--- src/rtl/stp_pkg.sv ---
package stp_pkg;

    parameter int NUM_STAGES = 4;
    parameter int CNT_W      = 3;
    parameter int TAG_W      = 8;

    typedef logic [CNT_W-1:0] cnt_t;

    typedef struct packed {
        logic [TAG_W-1:0]        tag;
        cnt_t [NUM_STAGES-1:0]   cnt;
    } token_t;

    // A zero field is not a legal occupancy; it costs one cycle.
    function automatic cnt_t occupancy(input cnt_t raw);
        return (raw == '0) ? cnt_t'(1) : raw;
    endfunction

endpackage

--- src/rtl/stp_cycle_ctr.sv ---
module stp_cycle_ctr #(
    parameter int W = 16
) (
    input  logic         clk,
    input  logic         rst,
    output logic [W-1:0] count
);
    always_ff @(posedge clk) begin
        if (rst) count <= '0;
        else     count <= count + W'(1);
    end
endmodule

--- src/rtl/stp_stage.sv ---
module stp_stage
    import stp_pkg::*;
#(
    parameter int IDX = 0
) (
    input  logic   clk,
    input  logic   rst,
    input  logic   load,       // take load_tok at this edge
    input  token_t load_tok,
    input  logic   down_ok,    // finished token can leave at this edge
    output logic   can_take,
    output logic   at_end,     // final (or stalled) cycle of the held token
    output logic   release_now,
    output token_t held
);
    logic busy;
    cnt_t left;

    assign at_end      = busy && (left == cnt_t'(1));
    assign release_now = at_end && down_ok;
    assign can_take    = !busy || release_now;

    always_ff @(posedge clk) begin
        if (rst) begin
            busy <= 1'b0;
            left <= '0;
            held <= '0;
        end else if (load) begin
            busy <= 1'b1;
            left <= occupancy(load_tok.cnt[IDX]);
            held <= load_tok;
        end else if (release_now) begin
            busy <= 1'b0;
        end else if (busy && (left > cnt_t'(1))) begin
            left <= left - cnt_t'(1);
        end
    end
endmodule

--- src/rtl/stp_queue.sv ---
module stp_queue
    import stp_pkg::*;
#(
    parameter int DEPTH = 4
) (
    input  logic   clk,
    input  logic   rst,
    input  logic   arrive,     // upstream stage holds a finished token
    input  token_t in_tok,
    input  logic   push,
    input  logic   pop,
    output logic   out_valid,
    output token_t out_tok,
    output logic   room
);
    localparam int PTR_W  = (DEPTH > 1) ? $clog2(DEPTH) : 1;
    localparam int FILL_W = $clog2(DEPTH + 1);

    token_t             mem [DEPTH];
    logic [PTR_W-1:0]   wr_ptr, rd_ptr;
    logic [FILL_W-1:0]  fill;
    logic               empty, store, drain;

    function automatic logic [PTR_W-1:0] step(input logic [PTR_W-1:0] p);
        return (p == PTR_W'(DEPTH - 1)) ? '0 : p + PTR_W'(1);
    endfunction

    assign empty     = (fill == '0);
    assign out_valid = !empty || arrive;
    assign out_tok   = empty ? in_tok : mem[rd_ptr];
    assign room      = (fill < FILL_W'(DEPTH));
    // An empty queue passes a token straight through when it is read at once.
    assign store     = push && !(empty && pop);
    assign drain     = pop && !empty;

    always_ff @(posedge clk) begin
        if (store) mem[wr_ptr] <= in_tok;
    end

    always_ff @(posedge clk) begin
        if (rst) begin
            wr_ptr <= '0;
            rd_ptr <= '0;
            fill   <= '0;
        end else begin
            if (store) wr_ptr <= step(wr_ptr);
            if (drain) rd_ptr <= step(rd_ptr);
            case ({store, drain})
                2'b10:   fill <= fill + FILL_W'(1);
                2'b01:   fill <= fill - FILL_W'(1);
                default: fill <= fill;
            endcase
        end
    end
endmodule

--- src/rtl/stage_timing_pipe.sv ---
module stage_timing_pipe
    import stp_pkg::*;
#(
    parameter int QUEUE_DEPTH = 4,
    parameter int CYC_W       = 16
) (
    input  logic                        clk,
    input  logic                        rst,
    input  logic                        in_valid,
    output logic                        in_ready,
    input  logic [TAG_W-1:0]            in_tag,
    input  logic [NUM_STAGES*CNT_W-1:0] in_cnt,
    output logic                        ret_valid,
    output logic [TAG_W-1:0]            ret_tag,
    output logic [CYC_W-1:0]            ret_cycle
);
    localparam int LAST = NUM_STAGES - 1;

    token_t in_token;
    token_t feed_tok  [NUM_STAGES];
    token_t held_tok  [NUM_STAGES];
    logic   feed_vld  [NUM_STAGES];
    logic   take      [NUM_STAGES];
    logic   can_take  [NUM_STAGES];
    logic   at_end    [NUM_STAGES];
    logic   rel       [NUM_STAGES];
    logic   down_ok   [NUM_STAGES];
    logic   q_vld     [NUM_STAGES];
    logic   q_room    [NUM_STAGES];
    token_t q_tok     [NUM_STAGES];
    logic [CYC_W-1:0] cyc_now;

    assign in_token.tag = in_tag;
    assign in_token.cnt = in_cnt;

    stp_cycle_ctr #(.W(CYC_W)) u_ctr (
        .clk   (clk),
        .rst   (rst),
        .count (cyc_now)
    );

    for (genvar g = 0; g < NUM_STAGES; g++) begin : g_stage
        if (g == 0) begin : g_src_in
            assign feed_vld[g] = in_valid;
            assign feed_tok[g] = in_token;
        end else begin : g_src_q
            assign feed_vld[g] = q_vld[g-1];
            assign feed_tok[g] = q_tok[g-1];
        end

        assign take[g] = can_take[g] && feed_vld[g];

        stp_stage #(.IDX(g)) u_stage (
            .clk         (clk),
            .rst         (rst),
            .load        (take[g]),
            .load_tok    (feed_tok[g]),
            .down_ok     (down_ok[g]),
            .can_take    (can_take[g]),
            .at_end      (at_end[g]),
            .release_now (rel[g]),
            .held        (held_tok[g])
        );

        if (g < LAST) begin : g_queue
            stp_queue #(.DEPTH(QUEUE_DEPTH)) u_q (
                .clk       (clk),
                .rst       (rst),
                .arrive    (at_end[g]),
                .in_tok    (held_tok[g]),
                .push      (rel[g]),
                .pop       (take[g+1]),
                .out_valid (q_vld[g]),
                .out_tok   (q_tok[g]),
                .room      (q_room[g])
            );
            assign down_ok[g] = q_room[g] || take[g+1];
        end else begin : g_sink
            assign down_ok[g] = 1'b1;
            assign q_vld[g]   = 1'b0;
            assign q_room[g]  = 1'b0;
            assign q_tok[g]   = '0;
        end
    end

    assign in_ready  = can_take[0];
    assign ret_valid = rel[LAST];
    assign ret_tag   = held_tok[LAST].tag;
    assign ret_cycle = cyc_now;
endmodule

--- config.mk ---
export PLATFORM = sky130hd
export DESIGN_NAME = stage_timing_pipe
export DESIGN_NICKNAME = d
export VERILOG_FILES = /design/src/rtl/stp_pkg.sv /design/src/rtl/stp_cycle_ctr.sv /design/src/rtl/stp_stage.sv /design/src/rtl/stp_queue.sv /design/src/rtl/stage_timing_pipe.sv
export SDC_FILE = /design/constraint.sdc
export NUM_CORES = 1
export LEC_CHECK = 0
export ABC_AREA = 1
export BUFFER_PORTS_ARGS = -buffer_cell sky130_fd_sc_hd__buf_4
export CAP_MARGIN = 10
export CORE_ASPECT_RATIO = 1.4
export CORE_MARGIN = 3
export CORE_UTILIZATION = 58
export CTS_CLUSTER_SIZE = 8
export DETAILED_ROUTE_END_ITERATION = 8
export PLACE_DENSITY = 0.82
export REMOVE_ABC_BUFFERS = 1
export SLEW_MARGIN = 20
export SYNTH_ARGS = -nofsm -noshare
export SYNTH_HDL_FRONTEND = slang
export SYNTH_SLANG_ARGS = --single-unit
--- constraint.sdc ---
create_clock -name clk -period 3.2 [get_ports clk]
set_input_delay 0.64 -clock clk [delete_from_list [all_inputs] [get_ports clk]]
set_output_delay 0.64 -clock clk [all_outputs]
set_load 0.005 [all_outputs]
* After elaboration in Yosys (flattened, before gate mapping) *
Memory sizes are Yosys's and may differ from the RTL's. A register that Yosys moved wholly into a read port is not among the register bits.
Cells that the tools add are included.

storage, ports and cells
  flip-flop bits (word level) = 121
  RAM bits = 240
  bits of input ports = 23
  output and inout port bits = 26
  logic and storage cells = 195
  memories kept = 3

operators by class
  add/sub/neg operators = 17
  order comparisons = 7
  eq/ne operators = 20
  mux-type cells = 48
  reductions and logical operators = 66

memories
  name                        words  bits a word  rd ports  clocked after Yosys merged registers in  wr ports  RTL line         text
  g_stage[0].g_queue.u_q.mem  4      20           1         1                                        1         stp_queue.sv:19  token_t mem [DEPTH];
  g_stage[1].g_queue.u_q.mem  4      20           1         1                                        1         stp_queue.sv:19
  g_stage[2].g_queue.u_q.mem  4      20           1         1                                        1         stp_queue.sv:19

operators with widths
  operator                                                                number
  20-bit 2-to-1 mux                                                       3
  3-bit 2-to-1 mux                                                        16
  1-bit logical AND                                                       24
  2-bit 2-to-1 mux                                                        12
  2-bit nonzero test                                                      11
  3-bit logical NOT                                                       7
  3-bit by 1-bit subtractor with 3-bit output (second input constant)     7
  2-bit equality test (second input constant)                             9
  3-bit one-hot mux with 2 select lines                                   3
  16-bit by 1-bit adder with 16-bit output (second input constant)        1
  1-bit 2-to-1 mux                                                        14
  2-bit by 1-bit adder with 2-bit output (second input constant)          6
  3-bit by 1-bit equality test with 1-bit output (second input constant)  4
  3-bit by 1-bit > comparator with 1-bit output (second input constant)   4
  1-bit logical NOT                                                       10
  1-bit logical OR                                                        10
  3-bit by 1-bit adder with 3-bit output (second input constant)          3
  3-bit less-than comparator (second input constant)                      3
  2-bit inequality test (second input constant)                           4
  2-bit AND reduction                                                     4
  2-bit by 1-bit equality test with 1-bit output (second input constant)  3

* Longest topological paths before layout *
  word-level depth = 18
  gate-level depth with buffers = 17

* Cells and area by module *
Synthesis repeated with hierarchy kept, for this count alone.

unflattened totals
  cells, all modules = 1878
  area total of the unflattened synthesis = 16613.4 µm²

modules (own cells, without submodules)
  module                                  instances  cells each  area each (µm²)  sequential area each (µm²)
  stp_queue (g_stage[0].g_queue.u_q ...)  2          407         3947.5           2582.5
  stp_queue (g_stage[1].g_queue.u_q)      1          429         4066.4           2582.5
  stp_stage (g_stage[2].u_stage ...)      2          126         947.2            480.5
  stp_stage (g_stage[1].u_stage)          1          128         969.7            480.5
  stp_stage (g_stage[0].u_stage)          1          127         960.9            480.5
  stp_cycle_ctr                           1          113         770.7            320.3
  stage_timing_pipe                       1          15          56.3             0.0

* Worst setup path after synthesis *
Ideal clock, no wire load.

  kind = register -> register
  start point = register g_stage[3].u_stage.left[1]
  end point = memory g_stage[0].g_queue.u_q.mem[0][10] (netlist name) (enable)
  setup time = 0.391 ns
  arrival time = 2.098 ns
  data required time = 2.809 ns
  path slack = 0.711 ns
  stages on the path, launching flop included = 12
  buffers on the path = 0
  period minus slack after synthesis = 2.489 ns
  cells stage by stage = dfxtp_1 -> inv_1 -> ha_1 -> nand2_2 -> nand3_2 -> nand2_2 -> nand3_2 -> nand2_2 -> nand2_1 -> a21oi_1 -> inv_1 -> nor2_1

on the way
  word-level cells in the longest chain between the ends = 17

ends and longest elaborated chain
  element                                                 RTL line                                  text
  start, declared                                         stp_stage.sv:17                           cnt_t left;
  start signal, assigned                                  stp_stage.sv:30                           left <= occupancy(load_tok.cnt[IDX]);
  start signal, assigned                                  stp_stage.sv:35                           left <= left - cnt_t'(1);
  3-bit by 1-bit equality test with 1-bit output (*)      stp_stage.sv:19                           assign at_end = busy && (left == cnt_t'(1));
  1-bit logical AND (*)                                   stp_stage.sv:19
  1-bit logical OR (*)                                    stp_stage.sv:21                           assign can_take = !busy || release_now;
  1-bit logical AND (*)                                   stage_timing_pipe.sv:51                   assign take[g] = can_take[g] && feed_vld[g];
  1-bit logical OR (*)                                    stage_timing_pipe.sv:77                   assign down_ok[g] = q_room[g] || take[g+1];
  1-bit logical AND (*)                                   stp_stage.sv:20                           assign release_now = at_end && down_ok;
  1-bit logical OR (*)                                    stp_stage.sv:21
  1-bit logical AND (*)                                   stage_timing_pipe.sv:51
  1-bit logical OR (*)                                    stage_timing_pipe.sv:77
  1-bit logical AND (*)                                   stp_stage.sv:20
  1-bit logical OR (*)                                    stp_stage.sv:21
  1-bit logical AND (*)                                   stage_timing_pipe.sv:51
  1-bit logical OR or 1-bit logical AND (tied branches)   stage_timing_pipe.sv:77, stp_queue.sv:33
  1-bit logical AND or 1-bit logical NOT (tied branches)  stp_stage.sv:20, stp_queue.sv:33
  1-bit logical AND (*)                                   stp_queue.sv:33                           assign store = push && !(empty && pop);
  1-bit 2-to-1 mux (*)                                    stp_queue.sv:37                           if (store) mem[wr_ptr] <= in_tok;
  1-bit 2-to-1 mux (not written as such) (*)              stp_queue.sv:37
  end, declared                                           stp_queue.sv:19

Every way passes the cells marked *; elsewhere a longest branch is shown, timed or not.

* Worst setup path after layout *
  start point = register g_stage[2].u_stage.left[0]
  end point = register g_stage[0].g_queue.u_q.fill[2]

on the way
  word-level cells in the longest chain between the ends = 17

ends and longest elaborated chain
  element                                                                                RTL line                                  text
  start, declared                                                                        stp_stage.sv:17
  start signal, assigned                                                                 stp_stage.sv:30
  start signal, assigned                                                                 stp_stage.sv:35
  3-bit by 1-bit equality test with 1-bit output (*)                                     stp_stage.sv:19
  1-bit logical AND (*)                                                                  stp_stage.sv:19
  1-bit logical OR                                                                       stp_queue.sv:29                           assign out_valid = !empty || arrive;
  1-bit logical AND                                                                      stage_timing_pipe.sv:51
  1-bit logical OR                                                                       stage_timing_pipe.sv:77
  1-bit logical AND (*)                                                                  stp_stage.sv:20
  1-bit logical OR (*)                                                                   stp_stage.sv:21
  1-bit logical AND (*)                                                                  stage_timing_pipe.sv:51
  1-bit logical OR (*)                                                                   stage_timing_pipe.sv:77
  1-bit logical AND (*)                                                                  stp_stage.sv:20
  1-bit logical OR (*)                                                                   stp_stage.sv:21
  1-bit logical AND (*)                                                                  stage_timing_pipe.sv:51
  1-bit logical OR or 1-bit logical AND (tied branches)                                  stage_timing_pipe.sv:77, stp_queue.sv:33
  1-bit logical AND or 1-bit logical NOT (tied branches)                                 stp_stage.sv:20, stp_queue.sv:33
  1-bit logical AND                                                                      stp_queue.sv:33
  2-bit by 1-bit equality test with 1-bit output or 2-bit equality test (tied branches)  stp_queue.sv:48                           case ({store, drain})
  3-bit one-hot mux with 2 select lines or 2-bit nonzero test (tied branches)            -
  end signal, assigned                                                                   stp_queue.sv:49                           2'b10: fill <= fill + FILL_W'(1);
  end signal, assigned                                                                   stp_queue.sv:50                           2'b01: fill <= fill - FILL_W'(1);
  end signal, assigned                                                                   stp_queue.sv:51                           default: fill <= fill;
  end, declared                                                                          stp_queue.sv:21                           logic [FILL_W-1:0] fill;

Marks and branches as above.
A chain may end at the register's enable or synchronous reset.

==> impl_metrics.yaml <==
outcome:
  outcome: "complete, no violations"
setup_path:
  critPathMaxStageDelay_ns: 0.41
  slowest_stage: "dfxtp_1"
  reg2reg_from: "g_stage[2].u_stage.left[0]"
  cp-end-kind: "flop"
  crit_type: "flop to flop"
  timing.rr.end: "g_stage[0].g_queue.u_q.fill[2]"
  startpoint_type: "flop"
  critPathMaxFanout: 7
  reg2reg_depth: 16
  r2r_slack_ns: 0.41
  startpoint: "g_stage[2].u_stage.left[0]"
  arrival_ns: 3.24
  crit_required_ns: 3.65
  crit_chain: "ha_1 -> nand2_1 -> nor2_4 -> nand2_2 -> nand3_2 -> nand2_2 -> nand3_2 -> nand2_2 -> a21oi_1 -> inv_1 -> ha_1 -> fa_1 -> a21oi_1 -> o21a_1 -> o21ai_0 -> a21oi_1"
die:
  rows: 59
  initial_core_util_pct: 60.1
  fp.dieW_um: 124
  dieArea_um2: 21300
  die_h_um: 172
  io-pin-count: 49
  core_area_um2: 18900
synth:
  ys.warnings.count: 0
  synth-edff-count: 168
  syn_area_per_cell_um2: 10.3
  synthArstFlopShare_pct: 0
  ys_types: 46
  synth_top_cell_by_area: "edfxtp_1"
  syn_area_um2: 11400
  ys_top_cells_by_area: "edfxtp_1 44%, dfxtp_1 19%, o21ai_0 6.7%"
  synth_seq_cells: 277
  yosys.area.top_type_share_pct: 44.4
  synthFlopType: "edfxtp_1"
  yosysSeqAreaShare_pct: 63.6
  synthCells: 1105
sta:
  finalHoldViolations: 0
  fin_worst_skew_ns: 0.0195
  fin_tns_setup_ns: 0
  fmax_mhz: 358
  slew_headroom_pct: 51.4
  worst_pin_slew_ns: 0.720
  rsz0062_at_grt: "false"
  min_period_ns: 2.79
  fin_crit_sh_pct: 87.3
  drv_slew: 0
  finalSetupViolations: 0
power_and_ir_drop:
  intPower_mw: 7.86
  combPwrFrac_pct: 29.0
  power_per_cell_area_nw_per_um2: 921
  p_clk_share_pct: 31.4
  power_switching_mw: 4.24
  switching_share_pct: 35.1
  p_leak_nw: 4.99
  ir_worst_vdd_mv: 0.527
  power_frac_seq_pct: 39.6
global_route:
  gr-total-overflow: 0
  antenna_found_initial: 0
  grt_pass1_wl_mm: 37.7
  grt_pass1_vias: 7926
  grt_use_total_pct: 21.6
  grt_max_degree: 50
cells_and_area:
  nets: 1223
  stdcell_area_um2: 13100
  final_cell_mix: "181 x nor2_1, 168 x edfxtp_1, 152 x o21ai_0, 137 x nand2_1, 109 x dfxtp_1"
  multi_input_area_um2: 3570
  final_common_cell: "nor2_1"
  area_delta_synth_final_pct: 15.7
  antenna-diode-count: 0
  fill_cells: 1389
  instances_no_fill: 1442
  regArea_um2: 7230
  drive_above_1_share_pct: 12.0
placed_design:
  dpl.cell_count: 1372
  place_congestion: 0.789
  dp_hpwl_mm: 13.9
  placed_cell_area_um2: 12000
  port-buffer-count: 48
detailed_routing:
  drc: 0
  drt-initial-drc-count: 687
  wire_per_inst_um: 16.3
  vias_per_cell: 5.62
  drt-pass1-iter-count: 5
  wl_mm: 23.5
  ant_nets: 0
  vias: 8097
worst_hold_path:
  hold_depth: 3
  hp-start: "in_cnt[9]"
  min_to: "g_stage[0].u_stage.held[9]"
  hold_path_class: "input pin to flop"
clock_network:
  cts_tree: "built"
  insertion_delay_ns: 0.53
  clockRootBuffer: "clkbuf_16"
  ctsHoldBuffers: 0
  cts.path.max_buffers: 3
  cts_made_buffers: 40
  ctsHtreeMaxLevel: 2
  post-cts-setup-buffers: 0
  clock_sinks: 277
  cts_resized: 0
  clk_pin_slew_ns: 0.05
run:
  maxCapViolations: 0
-- per-stage QoR --
stage / setup slack (ns) / hold slack, ns / power [mW] / util [%]
6_report: 0.406 / 0.354 / 12.1 / 69.5
3_5_place_dp: 0.453 / 0.439 / 8.24 / 63.5
2_1_floorplan: 0.447 / 0.425 / 7.12 / -
3_3_place_gp: 0.556 / 0.434 / 8.09 / 63.5
4_1_cts: 0.419 / 0.351 / 12.1 / 69.5
5_1_grt: 0.154 / 0.366 / 12.8 / 69.5
-- metal layers --
metal | track usage [%] | up-vias | share of wire [%]
met5 | 0 | - | 0
met4 | 10.1 | 0 | 3.1
met2 | 41.1 | 243 | 54
met1 | 23.3 | 3832 | 38
met3 | 3.88 | 70 | 5.3
li1 | - | 3952 | -
-- worst max path at each step --
| stage | to | slack, ns |
|---|---|---|
| 3_3_place_gp | g_stage[0].g_queue.u_q.fill[2] | 0.56 |
| 6_report | g_stage[0].g_queue.u_q.fill[2] | 0.41 |
| 2_1_floorplan | g_stage[0].g_queue.u_q.fill[2] | 0.45 |
| 4_1_cts | g_stage[0].g_queue.u_q.fill[2] | 0.42 |
| 3_5_place_dp | g_stage[0].g_queue.u_q.fill[2] | 0.45 |
| 5_1_grt | g_stage[2].g_queue.u_q.fill[2] | 0.15 |
-- final cells by class --
class                           count  share of cell area, %
Clock inverter                      4                  0.381
Timing Repair Buffer               72                   4.21
Multi-Input combinational cell    691                   27.2
Clock buffer                       66                   8.36
Tap cell                          244                   2.32
Sequential cell                   277                   55.0
Inverter                           88                   2.55
-- cells in the mapped netlist (4+ instances only) --
cell type and n:
a21oi_1 39, a31oi_1 27, buf_2 10, clkbuf_1 34, clkinv_1 4, dfxtp_1 109
edfxtp_1 168, ha_1 27, inv_1 80, nand2_1 137, nand2_2 4, nand3_1 30
nand3_2 5, nor2_1 181, o211ai_1 5, o21ai_0 152, o21ai_1 8, o22ai_1 37
-- power groups by stage --
stage	combinational [mW]	clock (mW)	sequential [mW]
2_1_floorplan	2.32	0	4.80
3_3_place_gp	3.28	0	4.81
3_5_place_dp	3.41	0	4.84
4_1_cts	3.48	3.85	4.79
5_1_grt	3.92	4.02	4.85
6_report	3.51	3.80	4.79
-- worst max-delay path: cells and delay by family, from the launching register on --
kind                       cells  cell delay (ns)
and+or+nand+nor                7             0.63
DFF                            1             0.41
adders and majority gates      3             0.87
AOI/OAI and AO/OA              5             0.64
buffers and inverters          1             0.16
-- state kept, by name, indices dropped and copies added, names as in the netlist, named ones only --
register	count
g_stage.g_queue.u_q.fill	9
u_ctr.count	16
g_stage.u_stage.left	12
g_stage.g_queue.u_q.mem	168
g_stage.u_stage.held	50
g_stage.g_queue.u_q.rd_ptr	6
g_stage.g_queue.u_q.wr_ptr	6
g_stage.u_stage.busy	4
-- cell families (layout without fill, tap and decap cells) --
family	count (synthesis)	after routing	share of synthesized area, %
flip-flops	277	277	63.6
XOR/XNOR	6	6	0.463
AO/OA/AOI/OAI	283	283	13.8
AND/OR/NAND/NOR	372	372	13.7
adder cells (fa/ha/maj)	30	30	3.50
buffers and inverters	137	230	4.89
Power figures use the tool's default switching activity.
